[config.mk]
export PLATFORM = sky130hd
export DESIGN_NAME = qhOverlayEngine
export DESIGN_NICKNAME = d
export VERILOG_FILES = /design/src/rtl/qhPkg.sv /design/src/rtl/qhDatapath.sv /design/src/rtl/qhControl.sv /design/src/rtl/qhOverlayEngine.sv
export SDC_FILE = /design/constraint.sdc
export NUM_CORES = 1
export LEC_CHECK = 0
export BUFFER_PORTS_ARGS = -buffer_cell sky130_fd_sc_hd__buf_2
export CORE_AREA = 2 2 162 164
export CTS_BUF_LIST = sky130_fd_sc_hd__clkbuf_4 sky130_fd_sc_hd__clkbuf_8
export DETAILED_ROUTE_END_ITERATION = 10
export DIE_AREA = 0 0 164 166
export GPL_TIMING_DRIVEN = 0
export MAX_ROUTING_LAYER = met4
export PLACE_DENSITY_LB_ADDON = 0.2
export SLEW_MARGIN = 20
export SYNTH_ARGS = -nofsm -noshare
export SYNTH_HDL_FRONTEND = slang
export SYNTH_SLANG_ARGS = --single-unit
[constraint.sdc]
create_clock -name clk -period 2.3 [get_ports clk]
set_input_delay 0.46 -clock clk [delete_from_list [all_inputs] [get_ports clk]]
set_output_delay 0.46 -clock clk [all_outputs]
set_load 0.005 [all_outputs]
[src/rtl/qhPkg.sv]
package qhPkg;
  localparam int WORD_W     = 32;
  localparam int OVL_WORDS  = 7;
  localparam int LINK_IDX   = 0;
  localparam int TOKEN_IDX  = 1;
  localparam int BUF0_IDX   = 2;
  localparam int ACTIVE_BIT = 7;
  localparam int IDX_W      = $clog2(OVL_WORDS);

  typedef enum logic [2:0] {
    ST_IDLE, ST_FETCH, ST_ACTIVE, ST_WRITEBACK, ST_ADVANCE
  } qhState_t;

  typedef struct packed {
    logic startFetch;
    logic fromLink;
    logic capWord;
    logic mergeDone;
    logic wbSel;
  } qhStrobes_t;
endpackage

[src/rtl/qhDatapath.sv]
module qhDatapath
  import qhPkg::*;
#(
  parameter int MAX_PKT_LIMIT = 1024
) (
  input  logic               clk,
  input  logic               rstN,
  input  qhStrobes_t         stb,
  input  logic [WORD_W-1:0]  primeAddr,
  input  logic [WORD_W-1:0]  epCaps,
  input  logic               dirRx,
  input  logic [6:0]         xferStatus,
  input  logic [14:0]        xferRemain,
  input  logic               setupValid,
  input  logic [63:0]        setupData,
  input  logic [WORD_W-1:0]  memRdata,
  output logic [WORD_W-1:0]  memAddr,
  output logic [WORD_W-1:0]  memWdata,
  output logic               lastWord,
  output logic               tokenActive,
  output logic               linkTerm,
  output logic               pktLenOk,
  output logic [WORD_W-1:0]  curDtd,
  output logic [WORD_W-1:0]  ovlToken,
  output logic [WORD_W-1:0]  ovlBuf0,
  output logic [63:0]        setupBuf,
  output logic               setupRcvd,
  output logic               usbInt
);
  localparam int PKT_LSB = 16;
  localparam int PKT_W   = 11;
  localparam int IOS_BIT = 15;

  logic [WORD_W-1:0] ovl [OVL_WORDS];
  logic [IDX_W-1:0]  wordIdx;
  logic [WORD_W-1:0] nextBase;
  logic [PKT_W-1:0]  maxPkt;
  logic              takeSetup;

  assign nextBase = stb.fromLink ? {ovl[LINK_IDX][WORD_W-1:5], 5'b0}
                                 : {primeAddr[WORD_W-1:5], 5'b0};

  always_ff @(posedge clk) begin
    if (!rstN) begin
      curDtd  <= '0;
      wordIdx <= '0;
      for (int i = 0; i < OVL_WORDS; i++) ovl[i] <= '0;
    end else begin
      if (stb.startFetch) begin
        curDtd  <= nextBase;
        wordIdx <= '0;
      end else if (stb.capWord) begin
        ovl[wordIdx] <= memRdata;
        wordIdx      <= wordIdx + 1'b1;
      end
      if (stb.mergeDone) begin
        ovl[TOKEN_IDX] <= {ovl[TOKEN_IDX][31], xferRemain,
                           ovl[TOKEN_IDX][15:8], 1'b0, xferStatus};
      end
    end
  end

  assign memAddr  = stb.wbSel ? curDtd + WORD_W'(4 * TOKEN_IDX)
                              : curDtd + (WORD_W'(wordIdx) << 2);
  assign memWdata = ovl[TOKEN_IDX];
  assign lastWord = (wordIdx == IDX_W'(OVL_WORDS - 1));
  assign tokenActive = ovl[TOKEN_IDX][ACTIVE_BIT];
  assign linkTerm    = ovl[LINK_IDX][0];
  assign ovlToken    = ovl[TOKEN_IDX];
  assign ovlBuf0     = ovl[BUF0_IDX];

  assign maxPkt   = epCaps[PKT_LSB +: PKT_W];
  assign pktLenOk = (32'(maxPkt) <= 32'(MAX_PKT_LIMIT));

  assign takeSetup = setupValid && dirRx;

  always_ff @(posedge clk) begin
    if (!rstN) begin
      setupBuf  <= '0;
      setupRcvd <= 1'b0;
      usbInt    <= 1'b0;
    end else begin
      setupRcvd <= takeSetup;
      usbInt    <= takeSetup && epCaps[IOS_BIT];
      if (takeSetup) setupBuf <= setupData;
    end
  end
endmodule

[src/rtl/qhControl.sv]
module qhControl
  import qhPkg::*;
(
  input  logic       clk,
  input  logic       rstN,
  input  logic       prime,
  input  logic       xferDone,
  input  logic       memReady,
  input  logic       lastWord,
  input  logic       tokenActive,
  input  logic       linkTerm,
  input  logic       pktLenOk,
  output qhStrobes_t stb,
  output logic       memReq,
  output logic       memWe,
  output logic       svcEnable
);
  qhState_t state, nextState;

  always_ff @(posedge clk) begin
    if (!rstN) state <= ST_IDLE;
    else       state <= nextState;
  end

  always_comb begin
    nextState = state;
    stb       = '0;
    memReq    = 1'b0;
    memWe     = 1'b0;
    unique case (state)
      ST_IDLE: begin
        if (prime) begin
          stb.startFetch = 1'b1;
          nextState      = ST_FETCH;
        end
      end
      ST_FETCH: begin
        memReq = 1'b1;
        if (memReady) begin
          stb.capWord = 1'b1;
          if (lastWord) nextState = tokenActive ? ST_ACTIVE : ST_IDLE;
        end
      end
      ST_ACTIVE: begin
        if (xferDone) begin
          stb.mergeDone = 1'b1;
          nextState     = ST_WRITEBACK;
        end
      end
      ST_WRITEBACK: begin
        memReq    = 1'b1;
        memWe     = 1'b1;
        stb.wbSel = 1'b1;
        if (memReady) nextState = ST_ADVANCE;
      end
      ST_ADVANCE: begin
        if (linkTerm) nextState = ST_IDLE;
        else begin
          stb.startFetch = 1'b1;
          stb.fromLink   = 1'b1;
          nextState      = ST_FETCH;
        end
      end
      default: nextState = ST_IDLE;
    endcase
  end

  assign svcEnable = (state == ST_ACTIVE) && tokenActive && pktLenOk;
endmodule

[src/rtl/qhOverlayEngine.sv]
module qhOverlayEngine
  import qhPkg::*;
#(
  parameter int MAX_PKT_LIMIT = 1024
) (
  input  logic        clk,
  input  logic        rstN,
  input  logic        prime,
  input  logic [31:0] primeAddr,
  input  logic [31:0] epCaps,
  input  logic        dirRx,
  input  logic        xferDone,
  input  logic [6:0]  xferStatus,
  input  logic [14:0] xferRemain,
  input  logic        setupValid,
  input  logic [63:0] setupData,
  output logic        memReq,
  output logic        memWe,
  output logic [31:0] memAddr,
  output logic [31:0] memWdata,
  input  logic        memReady,
  input  logic [31:0] memRdata,
  output logic        svcEnable,
  output logic        pktLenErr,
  output logic [31:0] curDtd,
  output logic [31:0] ovlToken,
  output logic [31:0] ovlBuf0,
  output logic [63:0] setupBuf,
  output logic        setupRcvd,
  output logic        usbInt
);
  qhStrobes_t stb;
  logic lastWord, tokenActive, linkTerm, pktLenOk;

  qhControl uCtrl (
    .clk(clk), .rstN(rstN), .prime(prime), .xferDone(xferDone),
    .memReady(memReady), .lastWord(lastWord), .tokenActive(tokenActive),
    .linkTerm(linkTerm), .pktLenOk(pktLenOk), .stb(stb),
    .memReq(memReq), .memWe(memWe), .svcEnable(svcEnable)
  );

  qhDatapath #(.MAX_PKT_LIMIT(MAX_PKT_LIMIT)) uData (
    .clk(clk), .rstN(rstN), .stb(stb), .primeAddr(primeAddr),
    .epCaps(epCaps), .dirRx(dirRx), .xferStatus(xferStatus),
    .xferRemain(xferRemain), .setupValid(setupValid), .setupData(setupData),
    .memRdata(memRdata), .memAddr(memAddr), .memWdata(memWdata),
    .lastWord(lastWord), .tokenActive(tokenActive), .linkTerm(linkTerm),
    .pktLenOk(pktLenOk), .curDtd(curDtd), .ovlToken(ovlToken),
    .ovlBuf0(ovlBuf0), .setupBuf(setupBuf), .setupRcvd(setupRcvd),
    .usbInt(usbInt)
  );

  assign pktLenErr = !pktLenOk;
endmodule

==> metrics.cfg, run 1 <==
[floorplan]
die_w_um = 164
die_h_um = 166
dieArea_mm2 = 0.02722
ios = 419
fp.coreArea_mm2 = 0.02562
num_rows = 59
floorplan.initialDensity = 0.3234

[critical_path]
rr_startpoint = uCtrl.state[1]$_SDFFE_PN0P_
cp_top_family = compound AO/OA/AOI/OAI gates
cpPeakStageDelay_ps = 470
worstPathMaxFanout = 32
crit_start = uCtrl.state[1]$_SDFFE_PN0P_
path_cells = buf_4, nand4b_1, buf_2, clkbuf_4, o22ai_1, a21o_4
regToRegEndpoint = uData.ovl[1][2]$_SDFFCE_PN0P_
critPathCaptureType = flop
required_ps = 2410
cp-endpoint = uData.ovl[1][2]$_SDFFCE_PN0P_
critical_path_class = reg2reg
r2r_setup_slack_ps = 160
cp.depth = 6
cp.arrival_ps = 2240
crit_buf_inv = 3
crit_path_start_kind = flop
critPathSlowestCell = a21o_4
r2r_cells = 6

[yosys]
yosys.area.top_type_share = 0.3335
synth_edf_count = 92
ys_seq_elements = 191
syn_area_per_cell_um2 = 10.69
yosysTopAreaCell = edfxtp_1
synthFlopType = dfxtp_1
synth.area.top_cells = edfxtp_1 (33%), dfxtp_1 (24%), buf_4 (6.3%)
synthCells = 775
yosys_warnings = 0
ys_seq_area_frac = 0.5727
yosysUniqueCellTypes = 50
syn-cell-area_mm2 = 0.008284
synthArstFlopShare = 0

[worst_hold_path]
worstHoldPathCells = 3
holdCritPathClass = in2reg

[clock_network]
cts_tree = built
clock-root-buffer = clkbuf_8
clock_sinks = 191
cts-buffers-inserted = 17
cts.clk_slew.worst_paths_ps = 120
clock_latency_ps = 480
cts_hold_buf = 0
cts_max_path_buffers = 2
cts_htree_levels = 4

[route]
drt_iter0_markers = 350
post_drt_wl_per_cell_um = 16.90
drtPass1Iterations = 5
routed_via_density = 4.577
vias = 7048
drtAntennaViolNets = 0
finalWirelength_um = 26030
drc = 0

[sta]
maxSlewViolCount = 0
rsz0062_at_grt = false
hold_violations = 0
setup_viol = 0
post-route-period-util = 0.9294
finalClockSkew_ps = 20.78
slew_headroom = 0.4983
fin_crit_ps = 2138
fmax_ghz = 0.4678
tightest_slew_ps = 752.5

[placed_design]
dp.cells = 1501
place_congestion = 0.7742
io_buffers = 385
dp_hpwl_um = 19890
placement.cell_area_mm2 = 0.01066

[final_layout]
layout.nets = 1375
fin_area_mm2 = 0.01112
instances_no_fill = 1540
final_cell_mix = buf_2 (398), nand2_1 (134), dfxtp_1 (98)
drive_gt1_frac = 0.4411
final_common_cell = buf_2
syn_to_final_growth_pct = 34.27
fillers = 2551

[power]
max-vdd-ir-drop_v = 0.0003636
p_leak_nw = 5.360
power_density_mw_per_mm2 = 640.5

[status]
status = finished clean

[global_route]
grt_max_degree = 33
antenna_found_initial = 7
grt_usage = 0.1924
grt_pass1_wl_um = 38650
grt-ovfl-total = 0
grt_pass1_vias = 6845

[flow_run]
cap_violations = 0

-- timing repair --
item                       4_1_cts  5_1_grt
gates resized for setup          4        3
setup endpoints to repair       67       34
buffers inserted                 0        0
hold endpoints to repair         0        0
-- where the power goes --
part | total [mW] | switching (mW) | internal [mW]
clock network | 2.31 | 1.46 | 0.847
logic | 0.966 | 0.475 | 0.491
registers | 3.85 | 0.107 | 3.74
total | 7.12 | 2.05 | 5.08
-- worst min path at each step --
stage / from / end / slack [ps]
final: setupData[10] / uData.setupBuf[10]$_SDFFE_PN0P_ / 210
after global routing: setupData[52] / uData.setupBuf[52]$_SDFFE_PN0P_ / 190
after CTS: setupData[55] / uData.setupBuf[55]$_SDFFE_PN0P_ / 180
after detailed placement: uData.setupBuf[23]$_SDFFE_PN0P_ / uData.setupBuf[23]$_SDFFE_PN0P_ / 440
after global placement: uData.setupBuf[54]$_SDFFE_PN0P_ / uData.setupBuf[54]$_SDFFE_PN0P_ / 440
after floorplan: uData.setupBuf[0]$_SDFFE_PN0P_ / uData.setupBuf[0]$_SDFFE_PN0P_ / 450
-- worst min-delay path: stages --
cell     delay [ps]
buf_2            90
nand2_1          40
a21oi_1          50
-- area by class of cell --
| type | instances | area (um2) | share of cell area |
|---|---|---|---|
| Clock buffer | 17 | 234.0 | 0.02103 |
| Inverter | 7 | 26.28 | 0.002362 |
| Sequential cell | 191 | 4746 | 0.4267 |
| Multi-Input combinational cell | 459 | 2795 | 0.2513 |
| Timing Repair Buffer | 385 | 1927 | 0.1732 |
| Clock inverter | 15 | 191.4 | 0.01721 |
| Buffer | 123 | 764.5 | 0.06873 |
| Tap cell | 335 | 419.2 | 0.03768 |
| Antenna cell | 8 | 20.02 | 0.001800 |
-- Yosys cell counts (2+ instances only) --
cell and instances:
a21oi_1 69, nor4_2 2, o221a_1 20, and3_1 3, a22o_1 4, nand2_1 134, o221a_2 7, a2bb2oi_1 27
edfxtp_1 92, buf_6 2, nor4b_1 2, a21o_1 28, inv_1 4, nor3b_1 28, inv_2 3, o21a_1 27
nor2_1 34, buf_2 16, nand2b_1 4, buf_4 70, buf_1 7, ha_1 2, dfxtp_1 99, nor4_1 2
and2_1 36, clkbuf_1 29
-- cells by family (layout without fill, tap and decap cells) --
kind of cell	after synthesis	in the layout	share of synthesized area
compound gates	190	190	0.1689
fa+ha+maj	2	2	0.003020
buf+inv	131	547	0.09530
flops	191	191	0.5727
mux	1	1	0.001208
other cells	1	15	0.0004527
simple gates	259	259	0.1584
-- per-layer routing --
metal	up-vias	routed length, um	global-route usage
li1	3486	-	-
met1	3282	10750	0.2215
met2	267	13210	0.3345
met3	13	1824	0.05320
met4	0	251	0.03852
met5	-	0	-
-- registers in the layout, summed over array words and instances, names as in the netlist --
name,flops
uData.wordIdx,3
uData.setupRcvd,1
uData.usbInt,1
uData.setupBuf,64
uCtrl.state,3
uData.curDtd,27
uData.ovl,92
-- through the flow --
stage          power [mW]  setup WS [ps]  TNS, ps  hold WS, ps    util
5_1_grt             7.444          6.523        0        188.0  0.4341
2_1_floorplan       4.381          244.5        0        452.7       -
3_3_place_gp        4.899         -342.1   -26740        439.0  0.4161
3_5_place_dp        4.905         -338.1   -24740        443.0  0.4161
4_1_cts             7.210          10.00        0        178.9  0.4333
6_report            7.125          162.4        0        208.7  0.4342
Power figures use the tool's default switching activity.
==> run 2: changes to the inputs <==
Settings changed: RECOVER_POWER from default to 50.
==> metrics.cfg, run 2 (synthesis gave the netlist of run 1 again) <==
[status]
status = finished clean

[clock_network]
cts.clk_slew.worst_paths_ps = 120
cts_htree_levels = 4
clock-root-buffer = clkbuf_8
cts-buffers-inserted = 17
clock_latency_ps = 470
clock_sinks = 191
cts_max_path_buffers = 2
cts_tree = built
cts_hold_buf = 0

[floorplan]
dieArea_mm2 = 0.02722
floorplan.initialDensity = 0.3234
num_rows = 59
die_h_um = 166
ios = 419
fp.coreArea_mm2 = 0.02562
die_w_um = 164

[sta]
timing.final.ws_setup_ps = 158.9
tightest_slew_ps = 1187
fin_tns_setup_ps = 0
hold_violations = 0
setup_viol = 0
fin_crit_ps = 2141
fmax_ghz = 0.4671
rsz0062_at_grt = false
finalClockSkew_ps = 21.70
maxSlewViolCount = 0
post-route-period-util = 0.9309
slew_headroom = 0.2027

[route]
finalWirelength_um = 25950
drtPass1Iterations = 5
met2_length_um = 13220
drt-met1-wl_um = 10600
vias = 7036
top_layer_used = met4
routed_via_density = 4.572
wl_met3_um = 1896
drt_iter0_markers = 289
drtAntennaViolNets = 0
drc = 0
post_drt_wl_per_cell_um = 16.86

[critical_path]
required_ps = 2400
critPathCaptureType = flop
r2r_cells = 6
critical_path_class = reg2reg
cp.arrival_ps = 2240
worstPathMaxFanout = 32
crit_path_start_kind = flop

[placed_design]
dp_slack_ps = -338.1
placement.cell_area_mm2 = 0.01066
place_congestion = 0.7742
io_buffers = 385
dp_hpwl_um = 19890

[final_layout]
final_common_cell = buf_2
layout.nets = 1375
final_cell_mix = buf_2 (305), nand2_1 (134), clkbuf_1 (123)
largest_reg_flops = 92
top_regs = uData.ovl: 92 flops, uData.setupBuf: 64 flops, uData.curDtd: 27 flops
fin_area_mm2 = 0.01099
syn_to_final_growth_pct = 32.70
fillers = 2607
largest-register = uData.ovl
drive_gt1_frac = 0.3617

[global_route]
grt_pass1_vias = 6845
grt-ovfl-total = 0
antenna_found_initial = 7
grt_pass1_wl_um = 38650
grt_usage = 0.1924
grt_max_degree = 33

[power]
p_leak_nw = 4.998
pwr-share-comb = 0.132
power_mw = 7.101
max-vdd-ir-drop_v = 0.0003623
seq_power_share = 0.542
switching_share = 0.2882
power_density_mw_per_mm2 = 646.0
cell_internal_pwr_mw = 5.054
pwr-share-clk = 0.326
p_sw_mw = 2.047

[worst_hold_path]
worstHoldPathCells = 3
holdCritPathClass = in2reg

[flow_run]
cap_violations = 0

[run 2: path summary, 6_finish.rpt]
| path | from | end | slack [ps] |
|---|---|---|---|
| setup / recovery | uCtrl.state[1]$_SDFFE_PN0P_ | uData.ovl[1][2]$_SDFFCE_PN0P_ | 160 |
| hold / removal | setupData[10] | uData.setupBuf[10]$_SDFFE_PN0P_ | 210 |
| setup reg to reg | uCtrl.state[1]$_SDFFE_PN0P_ | uData.ovl[1][2]$_SDFFCE_PN0P_ | 160 |
| hold reg to reg | uData.setupBuf[23]$_SDFFE_PN0P_ | uData.setupBuf[23]$_SDFFE_PN0P_ | 460 |
[run 2: routing by layer]
layer  GRT usage  vias up
met1      0.2215     3274
met2      0.3345      266
met4     0.03852        0
li1            -     3485
met3     0.05320       11
met5           -        -
[run 2: worst max-delay path, stage by stage, from the launching register on]
cell and delay [ps]:
dfxtp_1 340, buf_4 170, nand4b_1 140, buf_2 230, clkbuf_4 220, o22ai_1 200
a21o_4 470
[run 2: final cells by class]
cell class,instances,area (um2),share of cell area
Clock inverter,15,191.4,0.01741
Buffer,123,764.5,0.06954
Tap cell,335,419.2,0.03813
Antenna cell,7,17.52,0.001593
Multi-Input combinational cell,459,2784,0.2532
Clock buffer,17,234.0,0.02128
Inverter,7,26.28,0.002390
Sequential cell,191,4746,0.4317
Timing Repair Buffer,385,1810,0.1647
[run 2: timing repair]
action | 4_1_cts | 5_1_grt
pin swaps | 0 | 0
gates resized for setup | 4 | 3
setup endpoints to repair | 67 | 34
buffers inserted | 0 | 0
[run 2: per-stage QoR]
stage          instances  hold WS [ps]    util
4_1_cts             1533         178.9  0.4333
3_3_place_gp        1501         439.0  0.4161
6_report            1539         208.5  0.4292
5_1_grt             1539         188.0  0.4292
3_5_place_dp        1501         443.0  0.4161
2_1_floorplan        781         452.7       -
[run 2: power by group through the flow]
stage	sequential, mW	clock (mW)	combinational (mW)
floorplan	3.92	0	0.464
global placement	3.93	0	0.973
detailed placement	3.93	0	0.975
CTS	3.85	2.38	0.982
global route	3.87	2.50	1.05
finish	3.85	2.31	0.940
==> run 3: changes to the inputs <==
Settings changed: PLACE_DENSITY_LB_ADDON 0.2 to 0.08.
==> metrics.cfg, run 3 (synthesis gave the netlist of run 1 again) <==
[critical_path]
r2r_setup_slack_ps = 180
crit_top_cell = buf_2
crit_path_start_kind = flop
cp_top_family = compound AO/OA/AOI/OAI gates
path_cells = buf_4, nand4b_1, buf_2, buf_2, o22ai_2, a21o_4
worstPathMaxFanout = 16
cp.depth = 6
critPathCaptureType = flop
cpPeakStageDelay_ps = 370
required_ps = 2450
critPathSlowestCell = a21o_4
r2r_cells = 6
critical_path_class = reg2reg
crit_buf_inv = 3
cp.arrival_ps = 2270

[final_layout]
fillers = 2585
syn_to_final_growth_pct = 32.26
top_regs = uData.ovl: 92 flops, uData.setupBuf: 64 flops, uData.curDtd: 27 flops
register_area_mm2 = 0.004746
drive_gt1_frac = 0.3681
multi_input_area_mm2 = 0.002816
final_cell_mix = buf_2 (311), nand2_1 (134), clkbuf_1 (117)
largest-register = uData.ovl
instances_no_fill = 1536
postLayoutCoreUtil = 0.4277
layout.nets = 1376
final_common_cell = buf_2
largest_reg_flops = 92

[clock_network]
clock-root-buffer = clkbuf_8
cts_htree_levels = 4
clock_latency_ps = 470
cts.clk_slew.worst_paths_ps = 110
cts_max_path_buffers = 2
cts_tree = built
cts_hold_buf = 0
cts-buffers-inserted = 17
clock_sinks = 191

[placed_design]
dp.cells = 1501
io_buffers = 385
dp_hpwl_um = 20070
place_congestion = 0.7649

[floorplan]
num_rows = 59
dieArea_mm2 = 0.02722
fp.coreArea_mm2 = 0.02562
die_w_um = 164
die_h_um = 166
ios = 419
floorplan.initialDensity = 0.3234

[sta]
hold_violations = 0
rsz0062_at_grt = false
finalClockSkew_ps = 11.19
setup_viol = 0
fmax_ghz = 0.4717
maxSlewViolCount = 0
tightest_slew_ps = 853.7
post-route-period-util = 0.9217
holdWs_ps = 211.5
fin_crit_ps = 2120
slew_headroom = 0.4309

[route]
drt_iter0_markers = 317
post_drt_wl_per_cell_um = 17.45
drtAntennaViolNets = 0
finalWirelength_um = 26800
vias = 7034
drtPass1Iterations = 4
drc = 0
routed_via_density = 4.579

[global_route]
grt_pass1_wl_um = 40070
antenna_found_initial = 3
grt_pass1_vias = 7007
grt-ovfl-total = 0
grt_usage = 0.2007
grt_max_degree = 33

[worst_hold_path]
holdCritPathClass = in2reg
worstHoldPathCells = 3

[flow_run]
cap_violations = 0

[power]
power_mw = 6.949
max-vdd-ir-drop_v = 0.0003674
power_density_mw_per_mm2 = 634.3
p_leak_nw = 4.969

[status]
status = finished clean

==> run 3: cell types whose count changed in the layout (fill, tap and decap cells not counted), sizes merged <==
cell,change
buf,-20
diode,-4
clkbuf,+23
clkinv,-10
clkinvlp,+7
a21o,+1
==> run 3: layer usage <==
layer	up-vias	GRT usage	share of wire
met2	265	0.3292	0.48
li1	3482	-	-
met4	0	0.04767	0.014
met1	3267	0.2448	0.43
met3	20	0.05569	0.073
met5	-	-	0
==> run 3: cell type report <==
cell class,instances,area share
timing repair buffer,385,0.1659
multi-input combinational,460,0.2571
sequential,191,0.4331
clock inverter,12,0.009706
antenna,3,0.0006852
buffer,123,0.06943
inverter,7,0.002398
tap,335,0.03825
clock buffer,20,0.02341
==> run 3: worst paths after layout <==
check / start / end
setup / recovery: uCtrl.state[1]$_SDFFE_PN0P_ / uData.ovl[1][19]$_SDFFCE_PN0P_
setup reg to reg: uCtrl.state[1]$_SDFFE_PN0P_ / uData.ovl[1][19]$_SDFFCE_PN0P_
hold reg to reg: uData.setupBuf[9]$_SDFFE_PN0P_ / uData.setupBuf[9]$_SDFFE_PN0P_
hold / removal: setupData[6] / uData.setupBuf[6]$_SDFFE_PN0P_
==> run 3: timing repair <==
action                                  in CTS  in global routing
cloned                                       0                  1
hold endpoints to repair                     0                  0
endpoints found under the setup margin      69                 61
setup buffers                                0                  0
pin swaps                                    0                  1
gates resized for setup                      4                  4
==> run 3: worst min-delay path, stage by stage <==
cell,delay (ps)
buf_2,100
nand2_1,40
a21oi_1,50
==> run 3: through the flow <==
step	cell area (um2)	setup TNS (ps)	setup WS [ps]
2_1_floorplan	8313	0	244.5
3_3_place_gp	10660	-31310	-400.7
3_5_place_dp	10660	-33260	-430.2
4_1_cts	11030	0	8.721
5_1_grt	10960	0	38.70
6_report	10960	0	180.1
==> run 3: report_power, final <==
group	switching, mW	internal [mW]
combinational	0.483	0.468
clock	1.33	0.815
sequential	0.110	3.74
total	1.93	5.02
